`src/rtl/mfr_pkg.sv`:
```
package mfr_pkg;

  // Status word field positions (software decodes these)
  localparam int BitFav     = 1;
  localparam int TypeLsb    = 2;
  localparam int BitSuper   = 5;
  localparam int BitExec    = 6;
  localparam int BitWrite   = 7;
  localparam int BitAsi     = 16;
  localparam logic [2:0] TypeUnassigned = 3'd5;
  localparam int MinStatW   = BitAsi + 1;

  typedef struct packed {
    logic isWrite;
    logic isExec;
    logic isAsi;
    logic isSuper;
  } faultFlags_t;

  typedef struct packed {
    logic loadFault;
    logic clearStat;
    logic markOvf;
  } ctlStrobe_t;

endpackage

```
`src/rtl/mfr_ctrl.sv`:
```
module mfr_ctrl
  import mfr_pkg::*;
(
  input  logic       clk,
  input  logic       rstN,
  input  logic       faultValid,
  input  logic       statusRd,
  input  logic       statusBusy,
  input  logic       mmuEnable,
  input  logic       mmuNoFault,
  output ctlStrobe_t ctl,
  output logic       trapReq
);

  logic trapNext;

  always_comb begin
    ctl.loadFault = faultValid;
    ctl.clearStat = statusRd;
    // overflow only if an unread fault is still present
    ctl.markOvf   = faultValid & statusBusy & ~statusRd;
    trapNext      = faultValid & mmuEnable & ~mmuNoFault;
  end

  always_ff @(posedge clk) begin
    if (!rstN) trapReq <= 1'b0;
    else       trapReq <= trapNext;
  end

endmodule

```
`src/rtl/mfr_dpath.sv`:
```
module mfr_dpath
  import mfr_pkg::*;
#(
  parameter int ADDR_W = 32,
  parameter int STAT_W = 32
) (
  input  logic              clk,
  input  logic              rstN,
  input  ctlStrobe_t        ctl,
  input  faultFlags_t       flags,
  input  logic [ADDR_W-1:0] faultAddrIn,
  output logic [STAT_W-1:0] statusQ,
  output logic [ADDR_W-1:0] addrQ,
  output logic              statusBusy
);

  logic [STAT_W-1:0] causeWord;
  logic [STAT_W-1:0] baseWord;

  always_comb begin
    causeWord                     = '0;
    causeWord[BitFav]             = 1'b1;
    causeWord[TypeLsb +: 3]       = TypeUnassigned;
    causeWord[BitSuper]           = flags.isSuper;
    causeWord[BitExec]            = flags.isExec;
    causeWord[BitWrite]           = flags.isWrite;
    causeWord[BitAsi]             = flags.isAsi;
    baseWord                      = ctl.markOvf ? STAT_W'(1) : '0;
  end

  always_ff @(posedge clk) begin
    if (!rstN) begin
      statusQ <= '0;
      addrQ   <= '0;
    end else begin
      if (ctl.loadFault)      statusQ <= baseWord | causeWord;
      else if (ctl.clearStat) statusQ <= '0;
      if (ctl.loadFault)      addrQ   <= faultAddrIn;
    end
  end

  assign statusBusy = |statusQ;

endmodule

```
`src/rtl/mmu_fault_recorder.sv`:
```
module mmu_fault_recorder
  import mfr_pkg::*;
#(
  parameter int ADDR_W = 32,
  parameter int STAT_W = 32
) (
  input  logic              clk,
  input  logic              rstN,
  input  logic              faultValid,
  input  logic [ADDR_W-1:0] faultAddrIn,
  input  logic              faultWrite,
  input  logic              faultExec,
  input  logic              faultAsi,
  input  logic              faultSuper,
  input  logic              mmuEnable,
  input  logic              mmuNoFault,
  input  logic              statusRd,
  output logic [STAT_W-1:0] faultStatus,
  output logic [ADDR_W-1:0] faultAddr,
  output logic              trapReq
);

  localparam int StatOk = (STAT_W >= MinStatW) ? 1 : 0;

  ctlStrobe_t  ctl;
  faultFlags_t flags;
  logic        statusBusy;

  initial begin
    if (StatOk == 0) $error("STAT_W too narrow for cause bits");
  end

  assign flags = '{isWrite: faultWrite, isExec: faultExec,
                   isAsi: faultAsi, isSuper: faultSuper};

  mfr_ctrl uCtrl (
    .clk        (clk),
    .rstN       (rstN),
    .faultValid (faultValid),
    .statusRd   (statusRd),
    .statusBusy (statusBusy),
    .mmuEnable  (mmuEnable),
    .mmuNoFault (mmuNoFault),
    .ctl        (ctl),
    .trapReq    (trapReq)
  );

  mfr_dpath #(.ADDR_W(ADDR_W), .STAT_W(STAT_W)) uDpath (
    .clk         (clk),
    .rstN        (rstN),
    .ctl         (ctl),
    .flags       (flags),
    .faultAddrIn (faultAddrIn),
    .statusQ     (faultStatus),
    .addrQ       (faultAddr),
    .statusBusy  (statusBusy)
  );

endmodule

```
`config.mk`:
```
export PLATFORM = sky130hd
export DESIGN_NAME = mmu_fault_recorder
export DESIGN_NICKNAME = d
export VERILOG_FILES = /design/src/rtl/mfr_pkg.sv /design/src/rtl/mfr_ctrl.sv /design/src/rtl/mfr_dpath.sv /design/src/rtl/mmu_fault_recorder.sv
export SDC_FILE = /design/constraint.sdc
export NUM_CORES = 1
export LEC_CHECK = 0
export ABC_AREA = 1
export BUFFER_PORTS_ARGS = -buffer_cell sky130_fd_sc_hd__buf_2
export CORE_ASPECT_RATIO = 1.75
export CORE_MARGIN = 5
export CORE_UTILIZATION = 40
export CTS_CLUSTER_DIAMETER = 50
export DETAILED_ROUTE_END_ITERATION = 16
export PLACE_DENSITY = 0.77
export SKIP_LAST_GASP = 1
export SYNTH_ARGS = -nofsm -noshare
export SYNTH_HDL_FRONTEND = slang
export SYNTH_SLANG_ARGS = --single-unit
export TNS_END_PERCENT = 10
```
`constraint.sdc`:
```
create_clock -name clk -period 0.85 [get_ports clk]
set_input_delay 0.085 -clock clk [delete_from_list [all_inputs] [get_ports clk]]
set_output_delay 0.085 -clock clk [all_outputs]
set_load 0.01 [all_outputs]
```
======== Word-level counts from Yosys, hierarchy flattened ========
Index checks and enable logic that the tools add are counted.
cells by class
  muxes and demuxes ....................... 3
  reductions and logical operators ........ 2
  bitwise logic cells ..................... 7
operator list
  operator                      count
  2-to-1 mux 32 bit             2
  bitwise OR 32 x 17 -> 32 bit  1
  OR reduction 32 bit           1
  AND 1 bit                     4
  NOT 1 bit                     2
  nonzero test 2 bit            1
  2-to-1 mux 1 bit              1
word-level totals
  word-level logic and storage cells ...... 15
  output and inout port bits .............. 65
  bits in registers ....................... 65
  input port bits ......................... 42

======== Logic depth before layout (Yosys ltp) ========
Gate-level depths: netlist (run 1).
  depth in word-level cells ............... 6
  depth in mapped cells ................... 5
  depth with buffers taken out ............ 5

======== Hierarchy ========
From an unflattened synthesis (run 1), not the netlist that was laid out.
second synthesis, totals
  cells, all modules ...................... 204
  area total of the unflattened synthesis .. 1717.9 um2
modules (own cells, without submodules)
  module     area each (um2)  cells an instance  times used  seq. area each (um2)
  mfr_dpath  1660.3           195                1           760.7
  mfr_ctrl   57.6             9                  1           20.0

======== Least setup slack after synthesis (run 1) ========
Ideal clock, no wire load.
  path kind ............................... register to register
  start point ............................. register uDpath.statusQ[5]
  end point ............................... register uDpath.statusQ[0]
  required time ........................... 0.733 ns
  arrival time ............................ 0.596 ns
  path buffers ............................ 0
  stages on the path, launching flop included .. 5
  setup slack ............................. 0.137 ns
  period minus slack after synthesis ...... 0.713 ns
  setup time .............................. 0.117 ns
  cells stage by stage .................... dfxtp_1 -> nor2_1 -> nand2_1 -> nor2_1 -> nor2_1
between the ends
  cells in the longest elaborated chain, start to end .. 6
RTL lines
  what                          RTL line         text
  start: declaration            mfr_dpath.sv:12  output logic [STAT_W-1:0] statusQ,
  start signal: assignment      mfr_dpath.sv:36  if (ctl.loadFault) statusQ <= baseWord | causeWord;
  OR reduction 32 bit           mfr_dpath.sv:42  assign statusBusy = |statusQ;
  AND 1 bit (2 in series)       mfr_ctrl.sv:21   ctl.markOvf = faultValid & statusBusy & ~statusRd;
  2-to-1 mux 1 bit              mfr_dpath.sv:28  baseWord = ctl.markOvf ? STAT_W'(1) : '0;
  bitwise OR 32 x 17 -> 32 bit  mfr_dpath.sv:36
  2-to-1 mux 32 bit             mfr_dpath.sv:36
Every way passes these cells.
A chain may end at the register's enable or synchronous reset.

======== Worst setup path after layout (run 1) ========
  start point ............................. register uDpath.addrQ[12]
  end point ............................... output faultAddr[12]
RTL lines
  what                      RTL line                  text
  start: declaration        mfr_dpath.sv:13           output logic [ADDR_W-1:0] addrQ,
  start signal: assignment  mfr_dpath.sv:38           if (ctl.loadFault) addrQ <= faultAddrIn;
  end: declaration          mmu_fault_recorder.sv:19  output logic [ADDR_W-1:0] faultAddr,
No word-level cell between the ends.

==> reports/results.tsv, run 1 <==
stage	metric	value	unit
run_status	status	finished clean	
pwr	power	3.789	mW
timing	final_hold_viol_count	0	
critical_path	rrSetupSlack	0.04	ns
global_routing	grt_overflow	0	
global_routing	grt_pass1_wl	5.816	mm
synthesis	ys_top_cells_by_count	nor2_1 (70), dfxtp_1 (39), o21ai_0 (33)	
global_routing	grt_use_met1	0.1473	
job	max_cap_viol_count	0	
synthesis	async_flop_share	0	
synthesis	syn_inst	201	
critical_path	path_buf_inv	1	
min_path	min_from	faultAddrIn[31]	
synthesis	syn_area_per_cell	7.837	sq um
critical_path	path_cells	buf_2	
synthesis	synth_warnings	0	
timing	final_max_slew_viol_count	0	
detailed_routing	wl_per_cell	11.82	microns
layout	area.growth.synth_to_final	30.90	%
layout	final_cells	334	
detailed_routing	viasPerCell	4.446	
synthesis	synthFlopType	dfxtp_1	
placement	dp_cells	324	
floorplanning	ioPinCount	107	
timing	rsz0062_at_grt	yes	
detailed_routing	routed_wl	3.949	mm
global_routing	grt_pass1_vias	1301	
critical_path	reg2reg_depth	5	
layout	register_area	792.0	sq um
critical_path	rr_endpoint	uDpath.statusQ[0]	
pwr	p_per_area	1837	nW/um^2
global_routing	grt_use_met3	0.02901	
timing	finalSetupViolCount	0	
critical_path	crit_type	reg -> out	
layout	fin_util	0.5333	
detailed_routing	vias	1485	
global_routing	grt_start_max_net_pins	27	
floorplanning	fp.dieH	93.02	microns
synthesis	synth_edf_count	0	
layout	antennaDiodeCount	0	
cts	cts-root-buf	clkbuf_8	
timing	finalWorstSetupSlack	0.007892	ns
timing	fmax	1188	MHz
timing	period_minus_slack	0.8421	ns
detailed_routing	drc	0	
floorplanning	die_area	5343	sq um
floorplanning	die_w	57.44	microns
synthesis	synth_area_leaders	dfxtp_1 (50%), nor2_1 (17%), buf_4 (14%)	
global_routing	grt_use_total	0.1390	
critical_path	worstReg2RegStart	uDpath.statusQ[4]	
critical_path	crit_arrival	0.76	ns
min_path	whs_path_depth	3	
floorplanning	initial_core_util	0.4074	
cts	clk_latency	0.28	ns
timing	clock_skew	0.0004812	ns
placement	dp_hpwl	2.974	mm
cts	cts_tree	built	
critical_path	cp_data_required_time	0.76	ns
pwr	cellLeakagePower	1.094	nW
cts	cts_made_buffers	5	
critical_path	crit_path_start_kind	flip-flop	
critical_path	critPathMaxFanout	2	
synthesis	netlist.area_leader.share	0.4956	
critical_path	cpPeakStageDelay	0.34	ns
detailed_routing	final_antenna_net_count	0	
cts	htreeDepth	2	
synthesis	syn_area	1575	sq um
synthesis	yosys.cell_count.top_type	nor2_1	
cts	clkTransAtPathRegs	0.07	ns
detailed_routing	firstDrtPassIters	4	
synthesis	synth_top_area_cell	dfxtp_1	
cts	cts.sinks	39	
layout	fillers	394	
critical_path	cp_top_family	flip-flops	
timing	post-route-period-util	0.9907	
floorplanning	rows	30	
synthesis	synth-seq-cells	39	
layout	final_net_count	327	
global_routing	grtUsageMet2	0.2500	
detailed_routing	initialDrtViolationCount	28	
critical_path	cp-end-kind	primary output	
layout	drive_gt1_frac	0.3706	
global_routing	antenna_found_initial	0	
cts	cts.path.max_buffers	2	
layout	multi_input_comb_area	600.6	sq um
placement	port_buffers	82	
synthesis	seq_area_frac_synth	0.4956	
pwr	ir_drop	0.001206	V
min_path	holdPathEnd	uDpath.addrQ[31]	
critical_path	critPathSlowestCell	dfxtp_1	
floorplanning	core	3866	sq um
global_routing	busiest_layer	met2	
placement	gp_congestion	0.8029	
placement	dp_slack	0.03394	ns
synthesis	yosysUniqueCellTypes	15	
min_path	hold_class	in -> reg	
## what timing repair did
action | 4_1_cts | 5_1_grt
hold buffers | 1 | 0
buffers inserted | 0 | 1
gates resized for setup | 3 | 9
cloned | 0 | 0
hold endpoints to repair | 1 | 0
endpoints found under the setup margin | 12 | 34
## power breakdown
part           internal (mW)  switching (mW)
Clock                  0.575           0.582
Sequential              1.95          0.0607
Combinational          0.267           0.350
Total                   2.80           0.993
## cell families after synthesis
kind of cell / count (synthesis) / share of synthesized area
buffers and inverters: 39 / 0.1779
and+or+nand+nor: 85 / 0.2065
DFF: 39 / 0.4956
other: 1 / 0.002381
AOI/OAI and AO/OA: 37 / 0.1176
## per-stage QoR
step / TNS [ns] / hold slack (ns) / cell area, sq um
floorplan: 0 / 0.1611 / 1662
global placement: 0 / 0.2464 / 1933
detailed placement: 0 / 0.2526 / 1933
CTS: -0.1199 / 0.01608 / 2028
global route: -0.4386 / 0.01218 / 2062
finish: 0 / 0.02213 / 2062
## worst reg2reg max path: cells and delay by family, from the launching register on
family        cells  cell delay [ns]
flops             1             0.33
buf+inv           1             0.13
simple gates      4             0.25
## how the worst max path moves through the flow
stage	startpoint	to	slack, ns	cells after the start
after floorplan	uDpath.statusQ[5]	uDpath.statusQ[0]	0.14	4
after global placement	uDpath.statusQ[16]	uDpath.statusQ[0]	0.05	4
after detailed placement	faultValid	uDpath.statusQ[7]	0.03	5
after CTS	uDpath.statusQ[16]	faultStatus[16]	-0.02	1
after global routing	uDpath.statusQ[16]	faultStatus[16]	-0.03	1
final	uDpath.addrQ[12]	faultAddr[12]	0.008	1
## cell type report
type                       count  share of cell area
tap                           48             0.02913
multi-input combinational    146              0.2913
inverter                       3            0.005461
clock buffer                   7             0.03701
sequential                    39              0.3841
timing repair buffer          90              0.2506
clock inverter                 1            0.002427
## layer usage
layer	part of all wire	vias to the layer above
met5	0	-
met4	0.026	0
met3	0.082	8
met2	0.53	69
met1	0.36	658
li1	-	750
## cells in the final DEF, fill, tap and decap left out
master         instances
nor3b_1                1
inv_1                  2
dfxtp_1               30
dfxtp_2                9
o21ai_0               33
conb_1                24
a21oi_1                4
buf_4                  5
nor2_2                 1
buf_2                 79
clkbuf_1               2
nand2_1               13
clkinv_2               1
nor2_1                70
inv_2                  1
clkbuf_8               5
dlygate4sd3_1          1
buf_12                 2
buf_6                  3
## sequential cells by signal (all words and copies together) (netlist names)
register,cells
uCtrl.trapReq,1
uDpath.addrQ,32
uDpath.statusQ,6
Power figures use the tool's default switching activity.
==> inputs of run 2 (changes only) <==
--- a/config.mk
+++ b/config.mk
@@ -12,7 +12,7 @@
 export CORE_UTILIZATION = 40
 export CTS_CLUSTER_DIAMETER = 50
 export DETAILED_ROUTE_END_ITERATION = 16
-export PLACE_DENSITY = 0.77
+export PLACE_DENSITY = 0.84
 export SKIP_LAST_GASP = 1
 export SYNTH_ARGS = -nofsm -noshare
 export SYNTH_HDL_FRONTEND = slang
==> reports/results.tsv, run 2 (synthesis gave the netlist of run 1 again) <==
stage	metric	value	unit
run_status	status	finished, violations left	
run_status	failed_checks	setup timing	
timing	period_minus_slack	0.8584	ns
min_path	whs_path_depth	3	
pwr	ir_drop	0.001038	V
timing	finalWorstSetupSlack	-0.008352	ns
layout	final_cell_mix	buf_2 (78), nor2_1 (70), o21ai_0 (33)	
critical_path	critPathSlowestCell	dfxtp_4	
cts	cts-root-buf	clkbuf_8	
cts	cts_made_buffers	5	
cts	cts_tree	built	
timing	final_hold_viol_count	0	
layout	register_area	792.0	sq um
floorplanning	core	3866	sq um
global_routing	grt_use_total	0.1431	
global_routing	grt_pass1_vias	1367	
layout	reg_top3	uDpath.addrQ: 32 flops, uDpath.statusQ: 6 flops, uCtrl.trapReq: 1 flops	
detailed_routing	initialDrtViolationCount	56	
floorplanning	rows	30	
critical_path	path_buf_inv	1	
detailed_routing	drc	0	
detailed_routing	viasPerCell	4.423	
pwr	p_per_area	1821	nW/um^2
detailed_routing	vias	1464	
placement	port_buffers	82	
critical_path	cp-end-kind	primary output	
placement	dp_hpwl	2.905	mm
layout	final_common_cell	buf_2	
layout	drive_gt1_frac	0.3604	
timing	rsz0062_at_grt	yes	
layout	antennaDiodeCount	0	
global_routing	grt_start_max_net_pins	26	
detailed_routing	final_antenna_net_count	0	
detailed_routing	routed_wl	3.832	mm
layout	multi_input_comb_area	600.6	sq um
pwr	cellLeakagePower	1.086	nW
critical_path	cp.depth	1	
floorplanning	die_area	5343	sq um
critical_path	path_cells	buf_6	
timing	fin_hold_ws	0.02346	ns
layout	fin_util	0.5307	
critical_path	rrSetupSlack	0.10	ns
floorplanning	die_w	57.44	microns
critical_path	reg2reg_depth	4	
cts	cts.path.max_buffers	2	
layout	largest_reg_flops	32	
job	max_cap_viol_count	0	
min_path	hold_class	in -> reg	
floorplanning	ioPinCount	107	
global_routing	antenna_found_initial	0	
cts	htreeDepth	2	
timing	clock_skew	0.0002114	ns
critical_path	cpPeakStageDelay	0.38	ns
layout	area.growth.synth_to_final	30.26	%
critical_path	cp_data_required_time	0.76	ns
timing	fmax	1165	MHz
critical_path	crit_type	reg -> out	
floorplanning	initial_core_util	0.4074	
critical_path	critPathMaxFanout	5	
floorplanning	fp.dieH	93.02	microns
cts	post-cts-setup-buffer-count	0	
detailed_routing	firstDrtPassIters	4	
timing	final_max_slew_viol_count	0	
timing	post-route-period-util	1.010	
critical_path	cp_top_family	flip-flops	
placement	gp_congestion	0.7725	
cts	clk_latency	0.28	ns
critical_path	crit_arrival	0.77	ns
detailed_routing	wl_per_cell	11.58	microns
cts	cts.sinks	39	
layout	final_net_count	326	
layout	top_register	uDpath.addrQ	
global_routing	grt_pass1_wl	6.072	mm
global_routing	grt_overflow	0	
timing	finalSetupViolCount	4	
layout	fillers	385	
cts	clkTransAtPathRegs	0.07	ns
critical_path	crit_path_start_kind	flip-flop	
run 2: worst paths after layout:
kind | start | endpoint
setup reg to reg | uDpath.statusQ[4] | uDpath.statusQ[0]
hold / removal | faultAddrIn[29] | uDpath.addrQ[29]
setup / recovery | uDpath.statusQ[4] | faultStatus[1]
hold reg to reg | uDpath.statusQ[7] | uDpath.statusQ[7]
run 2: cell type report:
type                       instances  share of cell area
multi-input combinational        146              0.2927
tap                               48             0.02927
clock buffer                       6             0.03537
inverter                           3            0.005488
timing repair buffer              89              0.2512
sequential                        39              0.3860
run 2: worst min-delay path: stages:
cell	delay, ns
buf_2	0.07
nor2_1	0.03
nor2_1	0.08
run 2: per-stage QoR:
step                      std cells  setup TNS, ns  power [mW]  worst slack, ns  cell area, sq um
after global placement          324              0       2.637          0.04831              1933
after CTS                       331        -0.1258       3.763         -0.02494              2019
after detailed placement        324              0       2.648          0.01734              1933
after floorplan                 224              0       2.457           0.1366              1662
after global routing            331        -0.6461       3.943         -0.04245              2052
final                           331       -0.02430       3.737        -0.008352              2052
run 2: routing by layer:
| metal | routed length (microns) | part of all wire | global-route usage | vias to the layer above |
|---|---|---|---|---|
| li1 | - | - | - | 746 |
| met1 | 1423 | 0.37 | 0.1590 | 638 |
| met2 | 1921 | 0.50 | 0.2415 | 75 |
| met3 | 414 | 0.11 | 0.04834 | 5 |
| met4 | 72 | 0.019 | 0.06383 | 0 |
| met5 | 0 | 0 | 0 | - |
run 2: timing repair:
item	CTS	global route
hold endpoints to repair	1	0
hold buffers	1	0
resized for setup	3	9
cloned	0	0
endpoints found under the setup margin	11	36
run 2: power breakdown:
part	internal [mW]	switching (mW)	total (mW)
sequential	1.95	0.0624	2.01
clock	0.546	0.561	1.11
combinational	0.269	0.346	0.615
==> inputs of run 3 (changes only) <==
--- a/config.mk
+++ b/config.mk
@@ -9,10 +9,10 @@
 export BUFFER_PORTS_ARGS = -buffer_cell sky130_fd_sc_hd__buf_2
 export CORE_ASPECT_RATIO = 1.75
 export CORE_MARGIN = 5
-export CORE_UTILIZATION = 40
+export CORE_UTILIZATION = 41
 export CTS_CLUSTER_DIAMETER = 50
 export DETAILED_ROUTE_END_ITERATION = 16
-export PLACE_DENSITY = 0.84
+export PLACE_DENSITY = 0.85
 export SKIP_LAST_GASP = 1
 export SYNTH_ARGS = -nofsm -noshare
 export SYNTH_HDL_FRONTEND = slang
==> reports/results.tsv, run 3 (synthesis gave the netlist of run 1 again) <==
stage	metric	value	unit
run_status	status	finished, violations left	
run_status	failed_checks	setup timing	
layout	final_area	2091	sq um
layout	final_cell_mix	buf_2 (77), nor2_1 (69), o21ai_0 (33), dfxtp_1 (33), conb_1 (24)	
critical_path	crit_type	reg -> reg	
critical_path	cpPeakStageDelay	0.37	ns
cts	cts-root-buf	clkbuf_8	
placement	dpl_cell_area	1931	sq um
timing	period_minus_slack	0.8746	ns
critical_path	path_cells	buf_6 -> nor2_2 -> nand2_1 -> nor2_1 -> nor2_1	
critical_path	critPathMaxFanout	4	
critical_path	cp.depth	5	
job	max_cap_viol_count	0	
global_routing	grt_pass1_vias	1453	
timing	finalWorstSetupSlack	-0.02461	ns
layout	largest_reg_flops	32	
pwr	ir_drop	0.001283	V
global_routing	grt_pass1_wl	6.182	mm
critical_path	cp_top_family	flip-flops	
layout	area.growth.synth_to_final	32.72	%
timing	clock_skew	0.0005008	ns
layout	final_net_count	328	
global_routing	antenna_found_initial	0	
placement	dp_hpwl	3.035	mm
min_path	min_from	faultAddrIn[0]	
critical_path	path_buf_inv	1	
detailed_routing	drc	0	
global_routing	grt_start_max_net_pins	27	
floorplanning	die_w	56.86	microns
min_path	whs_path_depth	3	
layout	fillers	345	
critical_path	worstReg2RegStart	uDpath.statusQ[4]	
floorplanning	ioPinCount	107	
placement	gp_congestion	0.7471	
detailed_routing	routed_wl	3.944	mm
layout	register_area	790.8	sq um
timing	fin_hold_ws	0.02196	ns
floorplanning	fp.dieH	92	microns
min_path	holdPathEnd	uDpath.addrQ[0]	
detailed_routing	firstDrtPassIters	4	
critical_path	rrSetupSlack	-0.02	ns
global_routing	grt_overflow	0	
cts	cts.sinks	39	
floorplanning	core	3665	sq um
min_path	hold_class	in -> reg	
placement	dp_slack	0.05512	ns
critical_path	crit_arrival	1.05	ns
critical_path	cp-end-kind	flip-flop	
critical_path	crit_path_start_kind	flip-flop	
critical_path	rr_endpoint	uDpath.statusQ[0]	
floorplanning	die_area	5231	sq um
critical_path	cp_common_cell	nor2_1	
critical_path	critPathSlowestCell	dfxtp_4	
timing	rsz0062_at_grt	yes	
detailed_routing	vias	1480	
critical_path	reg2reg_depth	5	
cts	htreeDepth	2	
layout	antennaDiodeCount	0	
pwr	power	3.855	mW
layout	final_common_cell	buf_2	
timing	post-route-period-util	1.029	
detailed_routing	initialDrtViolationCount	24	
cts	cts.path.max_buffers	2	
global_routing	grt_use_total	0.1475	
detailed_routing	final_antenna_net_count	0	
timing	finalSetupViolCount	4	
floorplanning	initial_core_util	0.4298	
floorplanning	rows	29	
pwr	cellLeakagePower	1.109	nW
cts	cts_tree	built	
layout	top_register	uDpath.addrQ	
layout	drive_gt1_frac	0.3706	
timing	fmax	1143	MHz
cts	clkTransAtPathRegs	0.07	ns
detailed_routing	viasPerCell	4.458	
timing	final_hold_viol_count	0	
pwr	p_per_area	1844	nW/um^2
critical_path	cp_data_required_time	1.02	ns
layout	multi_input_comb_area	603.1	sq um
timing	final_max_slew_viol_count	0	
placement	port_buffers	82	
cts	cts_made_buffers	5	
layout	reg_top3	uDpath.addrQ: 32 flops, uDpath.statusQ: 6 flops, uCtrl.trapReq: 1 flops	
detailed_routing	wl_per_cell	11.88	microns
cts	clk_latency	0.28	ns
==> run 3: cell types whose count changed in the layout (fill, tap and decap cells not counted) <==
cell / before / now
buf_4: 4 / 5
clkinv_2: 0 / 1
nor2_2: 1 / 2
dfxtp_1: 32 / 33
nor2_1: 70 / 69
dfxtp_2: 6 / 5
clkbuf_1: 1 / 0
buf_2: 78 / 77
clkbuf_8: 5 / 6
buf_6: 4 / 6
==> run 3: worst max-delay path by stage <==
stage          slack, ns                 to               start
6_report           -0.02  uDpath.statusQ[0]   uDpath.statusQ[4]
5_1_grt            -0.11  uDpath.statusQ[0]   uDpath.statusQ[4]
4_1_cts            -0.02     faultStatus[7]   uDpath.statusQ[7]
3_5_place_dp        0.06  uDpath.statusQ[7]          faultValid
3_3_place_gp        0.02  uDpath.statusQ[0]  uDpath.statusQ[16]
2_1_floorplan       0.14  uDpath.statusQ[0]   uDpath.statusQ[5]
==> run 3: layout make-up <==
class / instances / share of cell area
Tap cell: 46 / 0.02753
Multi-Input combinational cell: 146 / 0.2884
Sequential cell: 39 / 0.3782
Clock buffer: 6 / 0.03950
Timing Repair Buffer: 91 / 0.2585
Inverter: 3 / 0.005386
Clock inverter: 1 / 0.002394
==> run 3: timing repair <==
item	CTS	global route
endpoints found under the setup margin	13	40
endpoints found under the hold margin	1	0
hold buffers	1	0
resized for setup	7	7
setup buffers	1	1
pin swaps	0	2
==> run 3: stage by stage <==
stage | utilization | setup TNS (ns) | instances
2_1_floorplan | - | 0 | 224
3_3_place_gp | 0.5268 | 0 | 322
3_5_place_dp | 0.5268 | 0 | 322
4_1_cts | 0.5623 | -0.1587 | 331
5_1_grt | 0.5705 | -1.053 | 332
6_report | 0.5705 | -0.03335 | 332
==> run 3: report_power, final <==
part	internal [mW]	leakage [nW]	switching [mW]
clock network	0.635	0.0470	0.569
registers	1.95	0.326	0.0665
logic	0.283	0.736	0.349
==> run 3: per-layer routing <==
| metal | up-vias | track usage | routed length [microns] |
|---|---|---|---|
| met5 | - | 0 | 0 |
| met4 | 0 | 0.06383 | 44 |
| met3 | 4 | 0.05618 | 426 |
| met2 | 73 | 0.2809 | 2155 |
| met1 | 656 | 0.1341 | 1317 |
| li1 | 747 | - | - |
==> run 3: worst register-to-register path: stages (launching register included) <==
cell and delay [ns]:
dfxtp_4 0.37, buf_6 0.12, nor2_2 0.07, nand2_1 0.06, nor2_1 0.10, nor2_1 0.05
